<file path="src/rtl/booth_r4_mult.sv">
module booth_r4_mult (
  input  logic        clk,
  input  logic        rst_n,
  input  logic [7:0]  op_a,
  input  logic [7:0]  op_b,
  input  logic        signed_mode,
  output logic [15:0] product
);

  logic        ext_a, ext_b;
  logic [10:0] mb_z;
  logic [15:0] mult1, mult2;
  logic [15:0] rows [6];
  logic [15:0] s1, c1, s2, c2, s3, c3, s4, c4;
  logic [15:0] gen, prop, sum;
  logic [15:0] gl [5];
  logic [15:0] pl [5];

  assign ext_a = signed_mode & op_a[7];
  assign ext_b = signed_mode & op_b[7];
  assign mb_z  = {ext_b, ext_b, op_b, 1'b0};
  assign mult1 = {{8{ext_a}}, op_a};
  assign mult2 = {mult1[14:0], 1'b0};

  always_comb begin
    rows[5] = '0;
    for (int i = 0; i < 5; i++) begin
      logic [2:0]  trip;
      logic        one, two, neg;
      logic [15:0] sel;
      trip = mb_z[2*i +: 3];
      one  = trip[1] ^ trip[0];
      two  = (trip == 3'b011) || (trip == 3'b100);
      neg  = trip[2] & ~(trip[1] & trip[0]);
      sel  = one ? mult1 : (two ? mult2 : 16'd0);
      rows[i] = (neg ? ~sel : sel) << (2*i);
      rows[5][2*i] = neg;
    end
  end

  function automatic logic [31:0] csa(input logic [15:0] x, y, z);
    logic [15:0] s, c;
    s = x ^ y ^ z;
    c = ((x & y) | (x & z) | (y & z)) << 1;
    return {s, c};
  endfunction

  assign {s1, c1} = csa(rows[0], rows[1], rows[2]);
  assign {s2, c2} = csa(rows[3], rows[4], rows[5]);
  assign {s3, c3} = csa(s1, c1, s2);
  assign {s4, c4} = csa(s3, c3, c2);

  assign gen  = s4 & c4;
  assign prop = s4 ^ c4;

  always_comb begin
    gl[0] = gen;
    pl[0] = prop;
    for (int lv = 0; lv < 4; lv++) begin
      for (int i = 0; i < 16; i++) begin
        if (i >= (1 << lv)) begin
          gl[lv+1][i] = gl[lv][i] | (pl[lv][i] & gl[lv][i - (1 << lv)]);
          pl[lv+1][i] = pl[lv][i] & pl[lv][i - (1 << lv)];
        end else begin
          gl[lv+1][i] = gl[lv][i];
          pl[lv+1][i] = pl[lv][i];
        end
      end
    end
  end

  assign sum = prop ^ {gl[4][14:0], 1'b0};

  always_ff @(posedge clk or negedge rst_n)
    if (!rst_n) product <= '0;
    else        product <= sum;

endmodule

</file>
<file path="config.mk">
export PLATFORM = sky130hd
export DESIGN_NAME = booth_r4_mult
export DESIGN_NICKNAME = d
export VERILOG_FILES = /design/src/rtl/booth_r4_mult.sv
export SDC_FILE = /design/constraint.sdc
export NUM_CORES = 1
export LEC_CHECK = 0
export ABC_AREA = 1
export BUFFER_PORTS_ARGS = -buffer_cell sky130_fd_sc_hd__buf_2
export CORE_MARGIN = 1.5
export CORE_UTILIZATION = 42
export DETAILED_ROUTE_END_ITERATION = 8
export SYNTH_ARGS = -nofsm -noshare
export SYNTH_HDL_FRONTEND = slang
export SYNTH_SLANG_ARGS = --single-unit
</file>
<file path="constraint.sdc">
create_clock -name clk -period 0.8 [get_ports clk]
set_input_delay 0.08 -clock clk [delete_from_list [all_inputs] [get_ports clk]]
set_output_delay 0.08 -clock clk [all_outputs]
set_load 0.01 [all_outputs]
</file>
==> results_dict.tcl, run 1 <==
set metrics [dict create \
    outcome "finished with violations" \
    violations "negative setup slack" \
    nets 627 \
    hold_path_class "in -> reg" \
    rsz0062_at_grt "true" \
    p_int_mw 9.70 \
    vias 3042 \
    crit_chain "buf_8 -> clkinvlp_4 -> ha_4 -> buf_6 -> nand2_2 -> o21ai_2 -> nand2_2 -> xor2_2 -> fa_1 -> fa_1 -> inv_2 -> fa_1 -> inv_2 -> ha_4 -> nand2_4 -> nor2_4 -> nand2_2 -> a21oi_2 -> nor2_2 -> nand3_1 -> nand2_1" \
    synth.largest_area_cell "fa_1" \
    drive_gt1_share_pct 45.4 \
    syn_area_sq_um 3060 \
    avgSynthCellArea_sq_um 7.31 \
    io_pins 35 \
    yosysSeqAreaShare_pct 13.1 \
    peakVddDrop_uv 1890 \
    worstPathArrival_ns 3.55 \
    max-cap-violations 0 \
    cts_sinks 16 \
    pwr-share-comb_pct 88.4 \
    syn_inst 419 \
    synth.top_cell.area_share_pct 17.6 \
    dp_hpwl_um 6530 \
    wl_per_cell_um 13.0 \
    relSlewSlack_pct 75.2 \
    finalWorstSetupSlack_ns -2.61 \
    clkPwrFrac_pct 4.0 \
    die_h_um 88.4 \
    worstSetupPathType "in -> reg" \
    cts_tree "done" \
    top_register "product" \
    antenna_found_initial 0 \
    required_ns 0.94 \
    p_leak_nw 2.44 \
    fp-row-count 30 \
    grt_pass1_vias 3126 \
    drc 0 \
    cts_max_path_buffers 2 \
    design_area_sq_um 4840 \
    synth_edf_count 0 \
    swShare_pct 47.1 \
    cp_slowest_cell "fa_1" \
    die_area_sq_um 7820 \
    portBuffers 34 \
    ys_types 26 \
    synth_most_common_cell "nand2_1" \
    first_pass_iters 4 \
    htree_levels 1 \
    slowest_delay_ns 0.53 \
    total_power_mw 18.3 \
    fmax_ghz 0.293 \
    numCtsBuffers 3 \
    power.switching_mw 8.63 \
    num_antenna_cells 0 \
    grt_use_total_pct 22.8 \
    placed_area_sq_um 4140 \
    ant_nets 0 \
    core_area_sq_um 6910 \
    initial_utilization_pct 44.4 \
    die_w_um 88.4 \
    fin_hold_ws_ns 0.260 \
    viasPerCell 4.77 \
    ys_ff_latch 16 \
    drtIter0Drc 120 \
    critPathMaxFanout 5 \
    yosys_warnings 0 \
    min_period_over_period_pct 427 \
    top_regs "product: 16 flops" \
    grt_start_max_net_pins 17 \
    path_clk_slew_ns 0.07 \
    wl_um 8310 \
    slew_viol_final 0 \
    grt_pass1_wl_um 13900 \
    start_kind "primary input" \
    place.gp.congestion 0.895 \
    final_util_pct 70.0 \
    setup_viol 30 \
    gr-total-overflow 0 \
    power.density_cell_area_nw_per_um2 3790 \
    period_minus_slack_ns 3.41 \
    synthArstFlopShare_pct 100 \
    yosys-top-cells-count "113 x nand2_1, 70 x inv_1, 38 x ha_1" \
    cts-root-buf "clkbuf_8" \
    syn_nets 503 \
    p_seq_share_pct 7.7 \
    hold_viol_final 0 \
    area_delta_synth_final_pct 57.8 \
    tightest_slew_ns 0.372 \
    synth_ff_type "dfrtp_1" \
    largest_reg_flops 16 \
    synth.top_cells.by_area "fa_1 18%, ha_1 16%, nand2_1 14%" \
    startpoint "op_b[1]" \
    endpoint "product[15]" \
    end_kind "flop" \
]
==> layout by cell type, fill, tap and decap left out, types with 2 or more instances in the layout <==
master	synthesis	routed
buf_6	0	18
dfrtp_1	16	16
o211ai_1	8	8
nor2_1	21	14
a21oi_4	0	2
nand3_4	1	4
fa_2	0	3
ha_1	38	17
nand3_2	0	5
nand3_1	20	12
o21ai_0	28	18
xor2_1	35	28
xnor2_2	0	2
a31oi_1	3	3
nand2_4	0	10
clkbuf_8	0	4
fa_1	27	24
a21oi_2	0	2
o21ai_2	0	5
buf_8	0	4
xnor2_1	5	3
nand2_2	3	23
a21oi_1	11	7
inv_1	70	53
inv_4	0	2
o21ai_1	0	5
nand2_1	113	83
buf_4	0	75
nor2_2	1	5
clkinvlp_4	0	2
nor2_4	0	3
buf_2	6	28
ha_4	0	20
xor2_2	1	7
inv_2	3	16
==> timing repair <==
| action | in CTS | in global routing |
|---|---|---|
| hold endpoints to repair | 16 | 0 |
| gates resized for setup | 64 | 67 |
| pin swaps | 44 | 57 |
| buffers inserted | 13 | 7 |
| endpoints found under the setup margin | 31 | 31 |
| hold buffers | 1 | 0 |
==> stage by stage <==
stage                     setup TNS [ns]  setup slack (ns)  std cells
after floorplan                   -31.47             -2.60        419
after global placement            -36.35             -2.90        617
after detailed placement          -37.14             -2.98        617
after CTS                         -31.79             -2.59        634
after global routing              -34.67             -2.83        638
final                             -32.12             -2.61        638
==> final cells by class <==
| type | count | area (sq um) |
|---|---|---|
| Sequential cell | 16 | 400 |
| Fill cell | 591 | 2070 |
| Inverter | 73 | 287 |
| Tap cell | 96 | 120 |
| Multi-Input combinational cell | 322 | 2980 |
| Clock buffer | 4 | 55.1 |
| Timing Repair Buffer | 127 | 996 |
==> cells by family (layout without fill, tap and decap cells) <==
group | Yosys count | in the layout | share of synthesized area (%)
compound gates | 54 | 54 | 9.92
xor+xnor | 41 | 41 | 12.0
fa+ha+maj | 65 | 65 | 33.2
buf+inv | 81 | 204 | 10.2
flops | 16 | 16 | 13.1
simple gates | 162 | 162 | 21.7
==> per-layer routing <==
layer  track usage, %  up-vias  routed length [um]
met5                0        -                   0
met4             5.97        0                  93
met3             1.21        8                 106
met2             44.3       41                4570
met1             27.0     1439                3540
li1                 -     1554                   -
==> worst max-delay path, delay by kind of cell <==
kind	cells	cell delay (ns)
xor gates and xnor gates	1	0.15
adders and majority gates	5	2.18
AOI/OAI and AO/OA	2	0.18
and+or+nand+nor	8	0.58
buffers and inverters	5	0.37
==> power by group through the flow <==
stage | clock [mW] | sequential [mW] | combinational, mW
floorplan | 0 | 1.63 | 8.45
global placement | 0 | 1.41 | 12.5
detailed placement | 0 | 1.41 | 12.8
CTS | 0.745 | 1.40 | 15.0
global route | 0.784 | 1.46 | 17.9
finish | 0.725 | 1.41 | 16.2
==> worst min-delay path by stage <==
stage | from | end | slack [ns] | cells past startpoint
after floorplan | rst_n | product[0] | -0.22 | 0
after global placement | rst_n | product[2] | 0.02 | 1
after detailed placement | rst_n | product[1] | 0.02 | 1
after CTS | op_b[1] | product[0] | 0.25 | 3
after global routing | op_b[1] | product[0] | 0.28 | 3
final | op_b[1] | product[0] | 0.26 | 3
Note: power is estimated with default switching activity, not from simulation.
==> run 2: changes to the inputs <==
--- a/config.mk
+++ b/config.mk
@@ -10,6 +10,8 @@
 export CORE_MARGIN = 1.5
 export CORE_UTILIZATION = 42
 export DETAILED_ROUTE_END_ITERATION = 8
+export HOLD_SLACK_MARGIN = 0.06
+export SETUP_SLACK_MARGIN = 0.5
 export SYNTH_ARGS = -nofsm -noshare
 export SYNTH_HDL_FRONTEND = slang
 export SYNTH_SLANG_ARGS = --single-unit
==> run 2 against run 1 <==
Net effect: sequential power is essentially flat; maximum frequency rose by 0.16%; flip-flop and latch count unchanged; die area is the same; setup slack improved by 0.0056 ns; utilization is 2.5 points lower; the flow finishes with violations (negative hold slack, negative setup slack); clock power is essentially flat; highest routed layer unchanged; largest cell class unchanged; worst hold slack worse by 0.53 ns; non-clock buffer count is 2 lower; power shrank 3.0%; global-route usage is 0.25 points lower; sequential share of layout area is 0.31 points higher.
==> results_dict.tcl, run 2 (synthesis gave the netlist of run 1 again) <==
set metrics [dict create \
    n_fill_cell 638 \
    design_area_sq_um 4660 \
    fin_hold_ws_ns -0.270 \
    finalWorstSetupSlack_ns -2.61 \
    wl_per_cell_um 12.3 \
    die_h_um 88.4 \
    wl_um 7830 \
    top_regs "product: 16 flops" \
    critPathMaxFanout 5 \
    antenna_found_initial 0 \
    tightest_slew_ns 0.355 \
    min_period_over_period_pct 426 \
    drc 0 \
    slowest_delay_ns 0.53 \
    required_ns 0.93 \
    htree_levels 1 \
    core_area_sq_um 6910 \
    fp-row-count 30 \
    peakVddDrop_uv 1900 \
    num_antenna_cells 0 \
    slew_viol_final 0 \
    outcome "finished with violations" \
    ant_nets 0 \
    hold_path_class "in -> async" \
    cp_num_buf_inv 8 \
    grtUsageMet2_pct 43.8 \
    cts_tree "done" \
    max-cap-violations 0 \
    cp_slowest_cell "fa_1" \
    place.gp.congestion 0.895 \
    area_delta_synth_final_pct 52.2 \
    grt_use_met1_pct 26.8 \
    grt_use_total_pct 22.5 \
    gr-total-overflow 0 \
    hold_viol_final 16 \
    drive_gt1_share_pct 40.6 \
    fmax_ghz 0.293 \
    mostFrequentLayoutCells "93 x nand2_1, 83 x buf_4, 58 x inv_1, 32 x xor2_1, 28 x buf_2" \
    top_register "product" \
    worstPathArrival_ns 3.54 \
    multi_input_area_sq_um 2860 \
    end_kind "flop" \
    worstSetupPathType "in -> reg" \
    violations "negative hold slack, negative setup slack" \
    dp_hpwl_um 6530 \
    relSlewSlack_pct 76.3 \
    final_common_cell "nand2_1" \
    p_leak_nw 2.39 \
    viasPerCell 4.72 \
    path_clk_slew_ns 0.07 \
    die_w_um 88.4 \
    placed_area_sq_um 4140 \
    grt_pass1_wl_um 13800 \
    power.density_cell_area_nw_per_um2 3810 \
    setup_viol 30 \
    largest_reg_flops 16 \
    drtIter0Drc 122 \
    grt_start_max_net_pins 17 \
    io_pins 35 \
    cts_sinks 16 \
    top_usage_layer "met2" \
    grt_pass1_vias 3118 \
    first_pass_iters 4 \
    cts-root-buf "clkbuf_8" \
    initial_utilization_pct 44.4 \
    rsz0062_at_grt "true" \
    cts_max_path_buffers 2 \
    portBuffers 34 \
    path_delay_family "adder cells" \
    use_met3_pct 1.21 \
    crit_chain "buf_8 -> clkinvlp_4 -> ha_4 -> inv_4 -> nand3_4 -> buf_6 -> buf_6 -> nand2_4 -> xor2_1 -> fa_1 -> fa_1 -> inv_2 -> fa_1 -> inv_2 -> ha_4 -> nand2_4 -> inv_2 -> nand2_2 -> nand3_2 -> nand2_2 -> nand3_2 -> xor2_1" \
    start_kind "primary input" \
    numCtsBuffers 3 \
    register_area_sq_um 400 \
    nets 625 \
    vias 3004 \
    die_area_sq_um 7820 \
    period_minus_slack_ns 3.41 \
    place_ws_ns -2.98 \
]
run 2: cell count changes in the layout (fill, tap and decap cells not counted), sizes merged:
cell         previous run  this run
buf                   126       125
dlygate4sd3             1         0
run 2: worst max path at each step:
stage | startpoint | to | slack, ns | depth (start not counted)
final | op_b[1] | product[13] | -2.61 | 22
after global routing | op_b[1] | product[13] | -2.81 | 22
after CTS | op_b[1] | product[15] | -2.59 | 19
after detailed placement | op_b[3] | product[15] | -2.98 | 18
after global placement | op_b[3] | product[15] | -2.90 | 20
after floorplan | op_b[1] | product[15] | -2.60 | 19
run 2: metrics by stage:
stage / total power [mW] / cells / hold slack (ns) / TNS [ns] / util (%)
floorplan: 10.1 / 419 / -0.216 / -31.47 / -
finish: 17.8 / 636 / -0.270 / -32.11 / 67.5
global route: 19.7 / 636 / -0.231 / -35.02 / 67.5
CTS: 17.0 / 631 / -0.252 / -31.95 / 65.2
detailed placement: 14.2 / 617 / 0.0217 / -37.14 / 59.9
global placement: 13.9 / 617 / 0.0154 / -36.35 / 59.9
run 2: timing repair:
item                                   4_1_cts  5_1_grt
resized for setup                           51       35
pin swaps                                   38       27
buffers inserted                            10        5
endpoints found under the hold margin       16       16
setup endpoints to repair                   32       32
run 2: metal layers:
layer,part of all wire [%],vias to the layer above
met5,0,-
met4,1.1,0
met3,1.6,6
met2,54,39
met1,44,1408
li1,-,1551
run 2: where the power goes:
group	switching [mW]	internal, mW
Clock	0.291	0.436
Sequential	0.0926	1.31
Combinational	7.90	7.75
run 2: layout make-up:
type	count	share of cell area, %
Timing Repair Buffer	125	20.2
Inverter	73	6.14
Multi-Input combinational cell	322	61.3
Sequential cell	16	8.59
Clock buffer	4	1.18
Tap cell	96	2.58
